### src/rtl/rtc_pkg.sv
package rtc_pkg;

  localparam int NREG = 8;
  localparam int OFS_W = $clog2(NREG);

  // Byte order matches the bus offset: byte k sits at bits [8k+7:8k]
  typedef struct packed {
    logic [7:0] year;     // 7
    logic [7:0] month;    // 6
    logic [7:0] date;     // 5
    logic [7:0] day;      // 4
    logic [7:0] hour;     // 3
    logic [7:0] minute;   // 2
    logic [7:0] second;   // 1
    logic [7:0] century;  // 0
  } rtc_time_t;

  localparam rtc_time_t RESET_TIME = '{
    year: 8'h00, month: 8'h01, date: 8'h01, day: 8'h01,
    hour: 8'h00, minute: 8'h00, second: 8'h00, century: 8'h20};

  function automatic logic [7:0] field_mask(input logic [OFS_W-1:0] ofs);
    case (ofs)
      3'd0: field_mask = 8'h3F;
      3'd1: field_mask = 8'h7F;
      3'd2: field_mask = 8'h7F;
      3'd3: field_mask = 8'h3F;
      3'd4: field_mask = 8'h07;
      3'd5: field_mask = 8'h3F;
      3'd6: field_mask = 8'h1F;
      default: field_mask = 8'hFF;
    endcase
  endfunction

  function automatic logic [7:0] bcd_inc(input logic [7:0] v);
    if (v[3:0] >= 4'd9) bcd_inc = {v[7:4] + 4'd1, 4'd0};
    else                bcd_inc = {v[7:4], v[3:0] + 4'd1};
  endfunction

  // Two-digit BCD year divisible by four
  function automatic logic is_leap(input logic [7:0] y);
    if (y[4]) is_leap = (y[3:0] == 4'd2) || (y[3:0] == 4'd6);
    else      is_leap = (y[3:0] == 4'd0) || (y[3:0] == 4'd4) || (y[3:0] == 4'd8);
  endfunction

  function automatic logic [7:0] month_len(input logic [7:0] m, input logic [7:0] y);
    case (m)
      8'h02: month_len = is_leap(y) ? 8'h29 : 8'h28;
      8'h04, 8'h06, 8'h09, 8'h11: month_len = 8'h30;
      default: month_len = 8'h31;
    endcase
  endfunction

  function automatic rtc_time_t advance(input rtc_time_t t);
    rtc_time_t n;
    n = t;
    if (t.second < 8'h59) n.second = bcd_inc(t.second);
    else begin
      n.second = 8'h00;
      if (t.minute < 8'h59) n.minute = bcd_inc(t.minute);
      else begin
        n.minute = 8'h00;
        if (t.hour < 8'h23) n.hour = bcd_inc(t.hour);
        else begin
          n.hour = 8'h00;
          n.day  = (t.day >= 8'h07) ? 8'h01 : bcd_inc(t.day);
          if (t.date < month_len(t.month, t.year)) n.date = bcd_inc(t.date);
          else begin
            n.date = 8'h01;
            if (t.month < 8'h12) n.month = bcd_inc(t.month);
            else begin
              n.month = 8'h01;
              if (t.year < 8'h99) n.year = bcd_inc(t.year);
              else begin
                n.year    = 8'h00;
                n.century = (t.century >= 8'h39) ? 8'h00 : bcd_inc(t.century);
              end
            end
          end
        end
      end
    end
    advance = n;
  endfunction

endpackage

### src/rtl/rtc_bus_decode.sv
module rtc_bus_decode
  import rtc_pkg::*;
#(
  parameter int ADDR_W = 13
) (
  input  logic              clk,
  input  logic              rst_n,
  input  logic              pwr_fail,
  input  logic              bus_sel,
  input  logic              bus_wr,
  input  logic [ADDR_W-1:0] addr,
  output logic              reg_wr,
  output logic              reg_rd,
  output logic              ram_sel,
  output logic [OFS_W-1:0]  ofs
);

  logic go;
  logic hit;

  assign go      = bus_sel && !pwr_fail;
  assign hit     = &addr[ADDR_W-1:OFS_W];
  assign ofs     = addr[OFS_W-1:0];
  assign reg_wr  = go && hit && bus_wr;
  assign reg_rd  = go && hit && !bus_wr;
  assign ram_sel = go && !hit;

  AST_ONE_TARGET: assert property (@(posedge clk) disable iff (!rst_n)
    !(ram_sel && (reg_wr || reg_rd)));

endmodule

### src/rtl/rtc_counter.sv
module rtc_counter
  import rtc_pkg::*;
(
  input  logic            clk,
  input  logic            rst_n,
  input  logic            tick,
  input  logic [NREG-1:0] load_mask,
  input  rtc_time_t       load_val,
  output rtc_time_t       cur
);

  rtc_time_t cur_q;
  rtc_time_t stepped;
  logic [NREG*8-1:0] merged;
  logic [NREG*8-1:0] cur_flat;
  logic [NREG*8-1:0] load_flat;
  logic any_load;

  assign cur_flat  = cur_q;
  assign load_flat = load_val;
  assign any_load  = |load_mask;
  assign stepped   = advance(cur_q);

  for (genvar g = 0; g < NREG; g++) begin : g_merge
    assign merged[8*g +: 8] = load_mask[g] ? load_flat[8*g +: 8] : cur_flat[8*g +: 8];
  end

  always_ff @(posedge clk or negedge rst_n) begin
    if (!rst_n) cur_q <= RESET_TIME;
    else if (tick) begin
      if (any_load) cur_q <= rtc_time_t'(merged);
      else          cur_q <= stepped;
    end
  end

  assign cur = cur_q;

  AST_TICK_MOVES: assert property (@(posedge clk) disable iff (!rst_n)
    (tick && !any_load) |=> (cur_q.second != $past(cur_q.second)));

  AST_LOAD_TAKEN: assert property (@(posedge clk) disable iff (!rst_n)
    (tick && load_mask[1]) |=> (cur_q.second == $past(load_val.second)));

  AST_IDLE_HOLDS: assert property (@(posedge clk) disable iff (!rst_n)
    !tick |=> $stable(cur_q));

endmodule

### src/rtl/rtc_shadow.sv
module rtc_shadow
  import rtc_pkg::*;
#(
  parameter int SETTLE_CYCLES = 25000
) (
  input  logic             clk,
  input  logic             rst_n,
  input  logic             tick,
  input  logic             wr_en,
  input  logic [OFS_W-1:0] wr_ofs,
  input  logic [7:0]       wr_data,
  input  rtc_time_t        int_time,
  output rtc_time_t        vis,
  output logic             halt,
  output logic [NREG-1:0]  pend_mask,
  output logic             xfer_ok
);

  localparam int CNT_W = $clog2(SETTLE_CYCLES + 1);
  localparam logic [CNT_W-1:0] CNT_MAX = CNT_W'(SETTLE_CYCLES);

  logic [NREG*8-1:0] vis_q;
  logic              halt_q;
  logic [CNT_W-1:0]  low_cnt_q;
  logic [NREG-1:0]   pend_q;
  logic              settled;
  logic              cen_change;

  assign settled    = (low_cnt_q == CNT_MAX);
  assign xfer_ok    = !halt_q && settled && (pend_q == '0);
  assign cen_change = (wr_data[5:0] != vis_q[5:0]);

  always_ff @(posedge clk or negedge rst_n) begin
    if (!rst_n) begin
      vis_q     <= RESET_TIME;
      halt_q    <= 1'b0;
      low_cnt_q <= CNT_MAX;
      pend_q    <= '0;
    end else begin
      if (halt_q)        low_cnt_q <= '0;
      else if (!settled) low_cnt_q <= low_cnt_q + 1'b1;
      if (tick)    pend_q <= '0;
      if (xfer_ok) vis_q  <= int_time;
      if (wr_en) begin
        if (wr_ofs == '0) begin
          halt_q     <= wr_data[6];
          vis_q[7:0] <= {2'b00, wr_data[5:0]};
          if (cen_change) pend_q[0] <= 1'b1;
        end else begin
          vis_q[8*wr_ofs +: 8] <= wr_data & field_mask(wr_ofs);
          pend_q[wr_ofs]       <= 1'b1;
        end
      end
    end
  end

  assign vis       = rtc_time_t'(vis_q);
  assign halt      = halt_q;
  assign pend_mask = pend_q;

  AST_HALT_FROZEN: assert property (@(posedge clk) disable iff (!rst_n)
    (halt_q && !wr_en) |=> $stable(vis_q));

  AST_VIS_SOURCE: assert property (@(posedge clk) disable iff (!rst_n)
    !$stable(vis_q) |-> ($past(wr_en) || $past(xfer_ok)));

  AST_PEND_CLEARS: assert property (@(posedge clk) disable iff (!rst_n)
    (tick && !wr_en) |=> (pend_q == '0));

  AST_NO_XFER_HALTED: assert property (@(posedge clk) disable iff (!rst_n)
    $past(halt_q) |-> !xfer_ok);

endmodule

### src/rtl/rtc_calendar_regs.sv
module rtc_calendar_regs
  import rtc_pkg::*;
#(
  parameter int ADDR_W        = 13,
  parameter int SETTLE_CYCLES = 25000
) (
  input  logic              clk,
  input  logic              rst_n,
  input  logic              tick_1hz,
  input  logic              pwr_fail,
  input  logic              bus_sel,
  input  logic              bus_wr,
  input  logic [ADDR_W-1:0] addr,
  input  logic [7:0]        wdata,
  output logic [7:0]        rdata,
  output logic              ram_sel
);

  logic              reg_wr;
  logic              reg_rd;
  logic [OFS_W-1:0]  ofs;
  rtc_time_t         int_time;
  rtc_time_t         vis;
  logic              halt;
  logic [NREG-1:0]   pend_mask;
  logic              xfer_ok;
  logic [NREG*8-1:0] vis_flat;

  rtc_bus_decode #(.ADDR_W(ADDR_W)) u_dec (
    .clk(clk), .rst_n(rst_n), .pwr_fail(pwr_fail), .bus_sel(bus_sel),
    .bus_wr(bus_wr), .addr(addr), .reg_wr(reg_wr), .reg_rd(reg_rd),
    .ram_sel(ram_sel), .ofs(ofs));

  rtc_counter u_cnt (
    .clk(clk), .rst_n(rst_n), .tick(tick_1hz), .load_mask(pend_mask),
    .load_val(vis), .cur(int_time));

  rtc_shadow #(.SETTLE_CYCLES(SETTLE_CYCLES)) u_shd (
    .clk(clk), .rst_n(rst_n), .tick(tick_1hz), .wr_en(reg_wr), .wr_ofs(ofs),
    .wr_data(wdata), .int_time(int_time), .vis(vis), .halt(halt),
    .pend_mask(pend_mask), .xfer_ok(xfer_ok));

  assign vis_flat = vis;

  always_comb begin
    rdata = 8'h00;
    if (reg_rd) begin
      if (ofs == '0) rdata = {1'b0, halt, vis_flat[5:0]};
      else           rdata = vis_flat[8*ofs +: 8];
    end
  end

  AST_PF_QUIET: assert property (@(posedge clk) disable iff (!rst_n)
    pwr_fail |-> (rdata == 8'h00 && !ram_sel));

  AST_PF_NO_WRITE: assert property (@(posedge clk) disable iff (!rst_n)
    (pwr_fail && !tick_1hz && halt) |=> $stable(vis));

endmodule

### config.mk
export PLATFORM = sky130hd
export DESIGN_NAME = rtc_calendar_regs
export DESIGN_NICKNAME = d
export VERILOG_FILES = /design/src/rtl/rtc_pkg.sv /design/src/rtl/rtc_bus_decode.sv /design/src/rtl/rtc_counter.sv /design/src/rtl/rtc_shadow.sv /design/src/rtl/rtc_calendar_regs.sv
export SDC_FILE = /design/constraint.sdc
export NUM_CORES = 1
export LEC_CHECK = 0
export BUFFER_PORTS_ARGS = -buffer_cell sky130_fd_sc_hd__buf_2
export CAP_MARGIN = 20
export CORE_ASPECT_RATIO = 1.1
export CORE_MARGIN = 3
export CORE_UTILIZATION = 63
export CTS_CLUSTER_SIZE = 8
export DETAILED_ROUTE_END_ITERATION = 12
export HOLD_SLACK_MARGIN = 0.06
export PLACE_DENSITY_LB_ADDON = 0.12
export SLEW_MARGIN = 15
export SYNTH_ARGS = -nofsm -noshare
export SYNTH_HDL_FRONTEND = slang
export SYNTH_SLANG_ARGS = --single-unit
### constraint.sdc
create_clock -name clk -period 6 [get_ports clk]
set_input_delay 1.2 -clock clk [delete_from_list [all_inputs] [get_ports clk]]
set_output_delay 1.2 -clock clk [all_outputs]
set_load 0.1 [all_outputs]
==> metrics.cfg, run 1 <==
[synth]
synthCells = 1012
ys_seq_area_share_pct = 40.05
async_flop_share_pct = 100.0
synth_cell_types = 74
ys.flop_type = dfrtp_1
ys_ff_latch = 152
synth_edf_count = 0
yosysWarnings = 0
netlist_area_sq_um = 9540
syn_area_per_cell_sq_um = 9.427
synth_nets = 1093

[final_layout]
design_area_sq_um = 10380
layout.nets = 1105
fin_cells = 1229
final_util_pct = 70.97
diodes = 0
areaGrowthSynthToFinish_pct = 8.748
final_common_cell = dfrtp_1
fill_cells = 1199
drive_gt1_share_pct = 12.44
final_cell_mix = dfrtp_1, a21oi_1, mux2i_1, nor2_1, inv_1

[floorplan]
ios = 36
coreArea_sq_um = 14620
row_count = 46
dieWidth_um = 123.3
initial_core_util_pct = 65.26
die_area_sq_um = 16660
die_height_um = 135.1

[worst_setup_path]
reg2reg_from = u_cnt.cur[53]
critPathArrivalTime_ns = 3.77
endpoint_kind = output pin
slowest_delay_ns = 0.51
worst-path-buf-inv = 3
worstSetupStartpoint = addr[0]
critPathMaxFanout = 21
critical_path.top_delay_family = buffers and inverters
crit_type = in2out
critPathSlowestCell = buf_2
start_kind = input port
worst_ep_required_time_ns = 4.80
crit_chain = buf_2, clkinv_1, ha_1, ha_1, nor2_1, nor2_1, a2111oi_2, buf_2

[global_routing]
grt_pass1_wl_mm = 42.46
grt_pass1_vias = 7714
antenna_found_initial = 0
grtUsageMet1_pct = 46.44
grt_util_met2_pct = 51.80
grt.total_usage_pct = 33.01
grt_max_degree = 106
grt_use_met3_pct = 5.907
gr-total-overflow = 0
busiest_layer = met2

[power_and_ir_drop]
power_density_nw_per_um2 = 339.5
p_leak_nw = 4.251
ir_drop_mv = 0.2141
switching_share_pct = 37.27
comb_power_share_pct = 28.5
clockPowerShare_pct = 27.7
p_switching_mw = 1.313
pwr-share-seq_pct = 43.8
internal_power_mw = 2.210

[clock_tree]
ctsHoldBuffers = 0
cts_buffers = 17
cts.clk_slew.worst_paths_ns = 0.06
cts.sink_count = 152
cts_max_path_buffers = 2
cts-root-buf = clkbuf_16
cts_resized = 0
insertion_delay_ns = 0.43
cts_setup_buffers = 0
ctsHtreeMaxLevel = 4
cts_tree = yes

[timing]
final-setup-viol-count = 0
fin_ws_ns = 1.032
finClkSkew_ns = 0.007590
finalMaxSlewViolations = 0
max_slew_margin_pct = 23.02
fmax_ghz = 0.2013
hold_viol = 0
rsz0062_at_grt = no
finalCritPeriodShare_pct = 82.80
worst_pin_slew_ns = 1.147
setup_tns_ns = 0
layout_min_cycle_time_ns = 4.968

[outcome]
status = complete, no violations

[route]
routed_wl_mm = 26.29
routedWlPerCell_um = 21.39
drcViolationCount = 0
drt_iter0_drc = 902
vias = 8008
drtPass1Iterations = 5
ant_nets = 0
avgViaCountPerCell = 6.516

[placed_design]
placed_cells_incl_taps = 1197
dpl_worst_slack_ns = 1.083
dp_hpwl_mm = 18.52
place_congestion = 1.004
io_buffers = 35
place_area_sq_um = 9846

[worst_hold_path]
min_path_type = reg2reg
hp-start = u_cnt.cur[32]

[flow_run]
drv_cap = 0

## final timing paths
path	end	slack, ns	cells after the start
setup / recovery	rdata[0]	1.03	8
hold / removal	u_cnt.cur[32]	0.54	2
setup reg to reg	u_cnt.cur[60]	1.98	12
hold reg to reg	u_cnt.cur[32]	0.54	2
max in group asynchronous	u_shd.vis[35]	3.91	2
min in group asynchronous	u_shd.low_cnt_q[6]	0.90	1
## worst reg2reg max path, cell delays in order (launching register included)
cell	delay, ns
dfrtp_1	0.44
inv_1	0.12
ha_1	0.21
nand4bb_1	0.20
or3_1	0.38
ha_1	0.32
or3b_1	0.36
a2111oi_2	0.32
a31o_1	0.17
o41ai_2	0.15
buf_4	0.25
or4_1	0.65
mux2_4	0.34
## logic make-up (layout without fill, tap and decap cells)
family,count (synthesis),after routing,synth area share (%)
fa+ha+maj,54,54,7.082
xor+xnor,23,23,2.111
buf+inv,115,140,4.800
flops,152,152,40.05
mux,122,122,13.69
compound gates,263,263,17.29
simple gates,283,283,14.98
## power by group through the flow
stage / registers, mW / clock network, mW / logic [mW]
floorplan: 1.45 / 0 / 0.757
global placement: 1.54 / 0 / 0.944
detailed placement: 1.55 / 0 / 0.981
CTS: 1.54 / 0.985 / 0.994
global route: 1.58 / 1.03 / 1.13
finish: 1.54 / 0.977 / 1.00
## registers in the layout, indices dropped and copies added (netlist names)
register and count:
u_shd.low_cnt_q 15, u_shd.halt 1, u_cnt.cur 64, u_shd.pend_mask 8
u_shd.vis 64
## routing by layer
layer | routed length [um] | share of wire [%] | vias to the layer above
li1 | - | - | 3691
met1 | 11220 | 43 | 3936
met2 | 12450 | 47 | 333
met3 | 1838 | 7.0 | 48
met4 | 786 | 3.0 | 0
met5 | 0 | 0 | -
## cell type report
| type | instances | area [sq um] | share of cell area, % |
|---|---|---|---|
| timing repair buffer | 44 | 249.0 | 2.400 |
| sequential | 152 | 3821 | 36.83 |
| inverter | 64 | 240.2 | 2.315 |
| clock inverter | 8 | 47.55 | 0.4583 |
| multi-input combinational | 745 | 5295 | 51.04 |
| tap | 192 | 240.2 | 2.315 |
| clock buffer | 24 | 481.7 | 4.643 |
## stage by stage
stage               total power [mW]  hold slack (ns)
global placement               2.486           0.5049
detailed placement             2.533           0.5331
CTS                            3.516           0.5423
finish                         3.523           0.5408
floorplan                      2.207           0.4809
global route                   3.740           0.5611
## synthesized netlist by cell type (all sizes together) (4+ instances only)
library cell  instances  area, sq um
a2111oi               5        56.31
a211oi                5        37.54
a21oi               108        540.5
a221oi                7        61.31
a22o                  4        35.03
a22oi                 7        52.55
a32oi                 7        61.31
and3                  7        43.79
buf                  22        108.9
clkbuf               29        108.9
dfrtp               138         3453
dfstp                14        367.9
ha                   54        675.7
inv                  62        232.7
mux2                 22        255.2
mux2i                96        960.9
mux4                  4        90.09
nand2                62        232.7
nand2b                7        43.79
nand3                29        145.1
nand4                11        68.82
nor2                 86        322.8
nor2b                12        75.07
nor3                 27        151.4
nor3b                 6        45.04
nor4                  8        90.09
o211ai                5        37.54
o21ai                47        235.2
o22ai                22        137.6
o31ai                 6        45.04
or2                   4        25.02
or3                   6        37.54
or4                   5        37.54
xnor2                13        113.9
xor2                 10        87.58
Note: power is estimated with default switching activity, not from simulation.
==> inputs of run 2 (changes only) <==
Clock period 6 ns to 5.1 ns, I/O delays scaled along.
==> metrics.cfg, run 2 (same netlist as run 1, synthesis figures left out) <==
[outcome]
status = complete, no violations

[timing]
final-setup-viol-count = 0
fin_ws_ns = 0.6109
finClkSkew_ns = 0.008376
finalCritPeriodShare_pct = 88.02
finalMaxSlewViolations = 0
worst_pin_slew_ns = 0.9501
fmax_ghz = 0.2228
hold_viol = 0
holdWs_ns = 0.5127
max_slew_margin_pct = 35.97
layout_min_cycle_time_ns = 4.489
rsz0062_at_grt = no

[final_layout]
final_util_pct = 72.08
multi_input_area_sq_um = 5318
design_area_sq_um = 10540
final_common_cell = dfrtp_1
final_cell_mix = dfrtp_1, a21oi_1, mux2i_1, nor2_1, inv_1
drive_gt1_share_pct = 13.08
areaGrowthSynthToFinish_pct = 10.45
diodes = 0
seq_area_sq_um = 3821
fill_cells = 1151
layout.nets = 1108

[worst_setup_path]
endpoint_kind = output pin
critPathArrivalTime_ns = 3.47
r2r_cells = 12
critPathSlowestCell = a2111oi_2
worst_ep_required_time_ns = 4.08
slowest_delay_ns = 0.53
critical_path.top_delay_family = buffers and inverters
start_kind = input port
worstSetupStartpoint = addr[0]
critPathMaxFanout = 21
reg2reg_from = u_cnt.cur[53]
cp.depth = 8
crit_type = in2out
worst-path-buf-inv = 3
crit_chain = buf_2, clkinv_1, ha_1, ha_1, nor2_1, nor2_1, a2111oi_2, buf_12

[worst_hold_path]
hold_depth = 2
min_path_type = reg2reg
hp-start = u_cnt.cur[32]

[route]
drcViolationCount = 0
drt_iter0_drc = 979
avgViaCountPerCell = 6.540
routedWlPerCell_um = 21.46
vias = 8057
routed_wl_mm = 26.44
ant_nets = 0
drtPass1Iterations = 5

[floorplan]
coreArea_sq_um = 14620
row_count = 46
die_height_um = 135.1
ios = 36
dieWidth_um = 123.3
initial_core_util_pct = 65.26
die_area_sq_um = 16660

[clock_tree]
cts-root-buf = clkbuf_16
cts.clk_slew.worst_paths_ns = 0.06
cts_tree = yes
insertion_delay_ns = 0.43
ctsHtreeMaxLevel = 4
cts_setup_buffers = 0
cts_buffers = 17
cts_max_path_buffers = 2
cts_resized = 0
cts.sink_count = 152
ctsHoldBuffers = 0

[global_routing]
grt_pass1_vias = 7779
grt_max_degree = 102
grt_pass1_wl_mm = 42.33
grt.total_usage_pct = 32.99
antenna_found_initial = 1
gr-total-overflow = 0

[power_and_ir_drop]
power_mw = 4.357
power_density_nw_per_um2 = 413.4
ir_drop_mv = 0.2534
p_leak_nw = 4.344

[placed_design]
place_area_sq_um = 9901
io_buffers = 35
place_congestion = 0.9709
dp_hpwl_mm = 18.50
dpl_worst_slack_ns = 0.6641

[flow_run]
drv_cap = 0

==> run 2: cell count changes in the layout (fill, tap and decap cells not counted), sizes merged <==
cell	before	now
bufinv	0	4
buf	44	47
clkinvlp	3	2
inv	62	63
clkbuf	24	20
==> run 2: power breakdown <==
part	leakage (nW)	internal (mW)	switching [mW]	total, mW
registers	1.62	1.46	0.348	1.81
logic	2.42	0.492	0.704	1.20
clock network	0.300	0.831	0.521	1.35
total	4.34	2.78	1.57	4.36
==> run 2: per-layer routing <==
metal	vias up	track usage [%]	routed length, um
met5	-	0	0
met2	343	50.80	12350
met1	3928	45.14	10960
met4	0	14.28	1219
li1	3701	-	-
met3	85	6.996	1912
==> run 2: worst paths after layout <==
path,to,slack (ns)
worst max-delay path,rdata[0],0.61
worst min-delay path,u_cnt.cur[32],0.51
worst max register to register,u_cnt.cur[3],1.04
worst min register to register,u_cnt.cur[32],0.51
max in group asynchronous,u_cnt.cur[32],3.40
min in group asynchronous,u_shd.low_cnt_q[11],0.69
==> run 2: stage by stage <==
stage	setup TNS, ns	std cells
floorplan	-0.2211	1012
global placement	0	1200
detailed placement	0	1200
CTS	0	1232
global route	0	1232
finish	0	1232
==> run 2: worst reg2reg max path: stages (launching register included) <==
cell,delay (ns)
dfrtp_1,0.43
inv_1,0.12
ha_1,0.20
nand4bb_1,0.18
or3_1,0.37
ha_1,0.31
or3b_1,0.18
a2111oi_2,0.04
a31o_1,0.21
o41ai_2,0.86
buf_4,0.33
nand2b_1,0.35
mux2_1,0.36
==> run 2: final cells by class <==
cell class              count  share of cell area, %
well taps                 192                  2.280
repair buffers             47                  2.838
flip-flops and latches    152                  36.26
multi-input cells         745                  50.46
clock inverters            12                  1.639
inverters                  64                  2.280
clock buffers              20                  4.239
==> inputs of run 3 (changes only) <==
Settings changed: SYNTH_HIERARCHICAL from default to 1.
==> metrics.cfg, run 3 <==
[worst_setup_path]
worstSetupStartpoint = pwr_fail
crit_type = in2out
crit_top_cell = buf_2
r2r_cells = 12
r2r_end = u_cnt/cur[47]
crit_chain = buf_2, or3b_1, nor4_2, o21ai_1, a31oi_1, buf_2
slowest_delay_ns = 0.57
critPathArrivalTime_ns = 3.02
worst-path-buf-inv = 2
rrSetupSlack_ns = 1.55
cp.depth = 6
critical_path.top_delay_family = simple AND/OR/NAND/NOR gates
reg2reg_from = u_cnt/cur[53]
worst_ep_required_time_ns = 4.08
start_kind = input port
endpoint_kind = output pin
critPathSlowestCell = nor4_2
critPathMaxFanout = 8
endpoint = rdata[7]

[synth]
synth_nets = 1175
synth_largest_area_cell = dfrtp_1
synth_cell_types = 84
ys.flop_type = dfrtp_1
ys_seq_area_share_pct = 38.35
ys_ff_latch = 152
synth_top_cell_area_share_pct = 34.66
yosysWarnings = 6
async_flop_share_pct = 100.0
synth_edf_count = 0
synthTopCellsByArea = dfrtp_1, ha_1, o21ai_0
syn_area_per_cell_sq_um = 9.108
synth_most_common_cell = dfrtp_1
netlist_area_sq_um = 9965
synthCells = 1094
synth_common_cells = dfrtp_1, nor2_1, o21ai_0, nand2_1, inv_1

[placed_design]
io_buffers = 35
dp_hpwl_mm = 19.31
place_congestion = 0.9217

[final_layout]
fill_cells = 1202
final_common_cell = dfrtp_1
final_cell_mix = dfrtp_1, nor2_1, o21ai_0, nand2_1, inv_1
layout.nets = 1157
seq_area_sq_um = 3821
areaGrowthSynthToFinish_pct = 7.195
multi_input_area_sq_um = 5508
drive_gt1_share_pct = 12.03

[floorplan]
dieWidth_um = 125.9
row_count = 47
initial_core_util_pct = 65.17
ios = 36
die_area_sq_um = 17360
die_height_um = 137.9
coreArea_sq_um = 15290

[clock_tree]
ctsHoldBuffers = 0
ctsHtreeMaxLevel = 4
insertion_delay_ns = 0.43
cts_resized = 0
cts_setup_buffers = 0
cts_buffers = 17
cts.sink_count = 152
cts_tree = yes
cts.clk_slew.worst_paths_ns = 0.06
cts-root-buf = clkbuf_16
cts_max_path_buffers = 2

[route]
routedWlPerCell_um = 22.51
drt_iter0_drc = 1146
routed_wl_mm = 28.95
drtPass1Iterations = 6
drcViolationCount = 0
ant_nets = 0
avgViaCountPerCell = 7.063
vias = 9083

[global_routing]
grt_pass1_vias = 8382
antenna_found_initial = 1
grt_max_degree = 85
grt_pass1_wl_mm = 45.62
gr-total-overflow = 0
grt.total_usage_pct = 33.36

[worst_hold_path]
hp-start = u_shd/low_cnt_q[7]
min_path_type = reg2reg

[timing]
max_slew_margin_pct = 33.34
fmax_ghz = 0.2476
hold_viol = 0
setup_tns_ns = 0
layout_min_cycle_time_ns = 4.039
finClkSkew_ns = 0.005512
finalMaxSlewViolations = 0
rsz0062_at_grt = no
finalCritPeriodShare_pct = 79.19
final-setup-viol-count = 0
worst_pin_slew_ns = 0.9945

[flow_run]
drv_cap = 0

[power_and_ir_drop]
p_leak_nw = 4.330
power_density_nw_per_um2 = 405.5
power_mw = 4.331
ir_drop_mv = 0.2614

[outcome]
status = complete, no violations

## run 3: tightest hold or removal path: stages, from the launching register on
cell,delay [ns]
dfstp_2,0.38
o21ai_0,0.06
a21oi_1,0.06
## run 3: layout make-up
cell class                 count  share of cell area [%]
sequential                   152                   35.77
antenna                        1                 0.02343
inverter                      67                   2.354
clock buffer                  18                   4.112
timing repair buffer          46                   2.472
clock inverter                14                   1.406
tap                          196                   2.296
multi-input combinational    792                   51.56
## run 3: worst min path at each step
stage | to | depth (start not counted) | slack (ns)
floorplan | u_cnt/cur[30] | 2 | 0.48
global placement | u_shd/low_cnt_q[7] | 2 | 0.50
detailed placement | u_shd/low_cnt_q[7] | 2 | 0.51
CTS | u_cnt/cur[6] | 2 | 0.52
global route | u_shd/vis[5] | 2 | 0.54
finish | u_shd/low_cnt_q[7] | 2 | 0.51
## run 3: cell families (layout without fill, tap and decap cells)
| family | after synthesis | after routing | share of synthesized area (%) |
|---|---|---|---|
| adder cells (fa/ha/maj) | 54 | 54 | 6.781 |
| other | 0 | 1 | 0 |
| flip-flops | 152 | 152 | 38.35 |
| AND/OR/NAND/NOR | 355 | 355 | 19.31 |
| multiplexers | 34 | 34 | 5.688 |
| AO/OA/AOI/OAI | 330 | 330 | 21.63 |
| XOR/XNOR | 19 | 19 | 1.670 |
| buffers and inverters | 150 | 145 | 6.567 |
## run 3: metal layers
metal	part of all wire, %	up-vias	track usage (%)
met4	3.7	2	12.93
li1	-	4050	-
met5	0.024	-	0
met3	10	99	8.282
met2	44	505	50.56
met1	42	4427	46.61
## run 3: stage by stage
step	setup slack [ns]	hold slack, ns	std cells	utilization (%)	area (sq um)
after floorplan	0.1171	0.4767	1094	-	9965
after global placement	1.148	0.5004	1253	65.99	10090
after detailed placement	1.123	0.5077	1253	65.99	10090
after CTS	1.126	0.5164	1285	69.84	10680
after global routing	0.9895	0.5402	1285	69.84	10680
final	1.061	0.5119	1286	69.86	10680
## run 3: power by group
group,total (mW),internal [mW],switching [mW]
combinational,1.27,0.518,0.753
clock,1.28,0.735,0.543
sequential,1.78,1.45,0.334
total,4.33,2.70,1.63
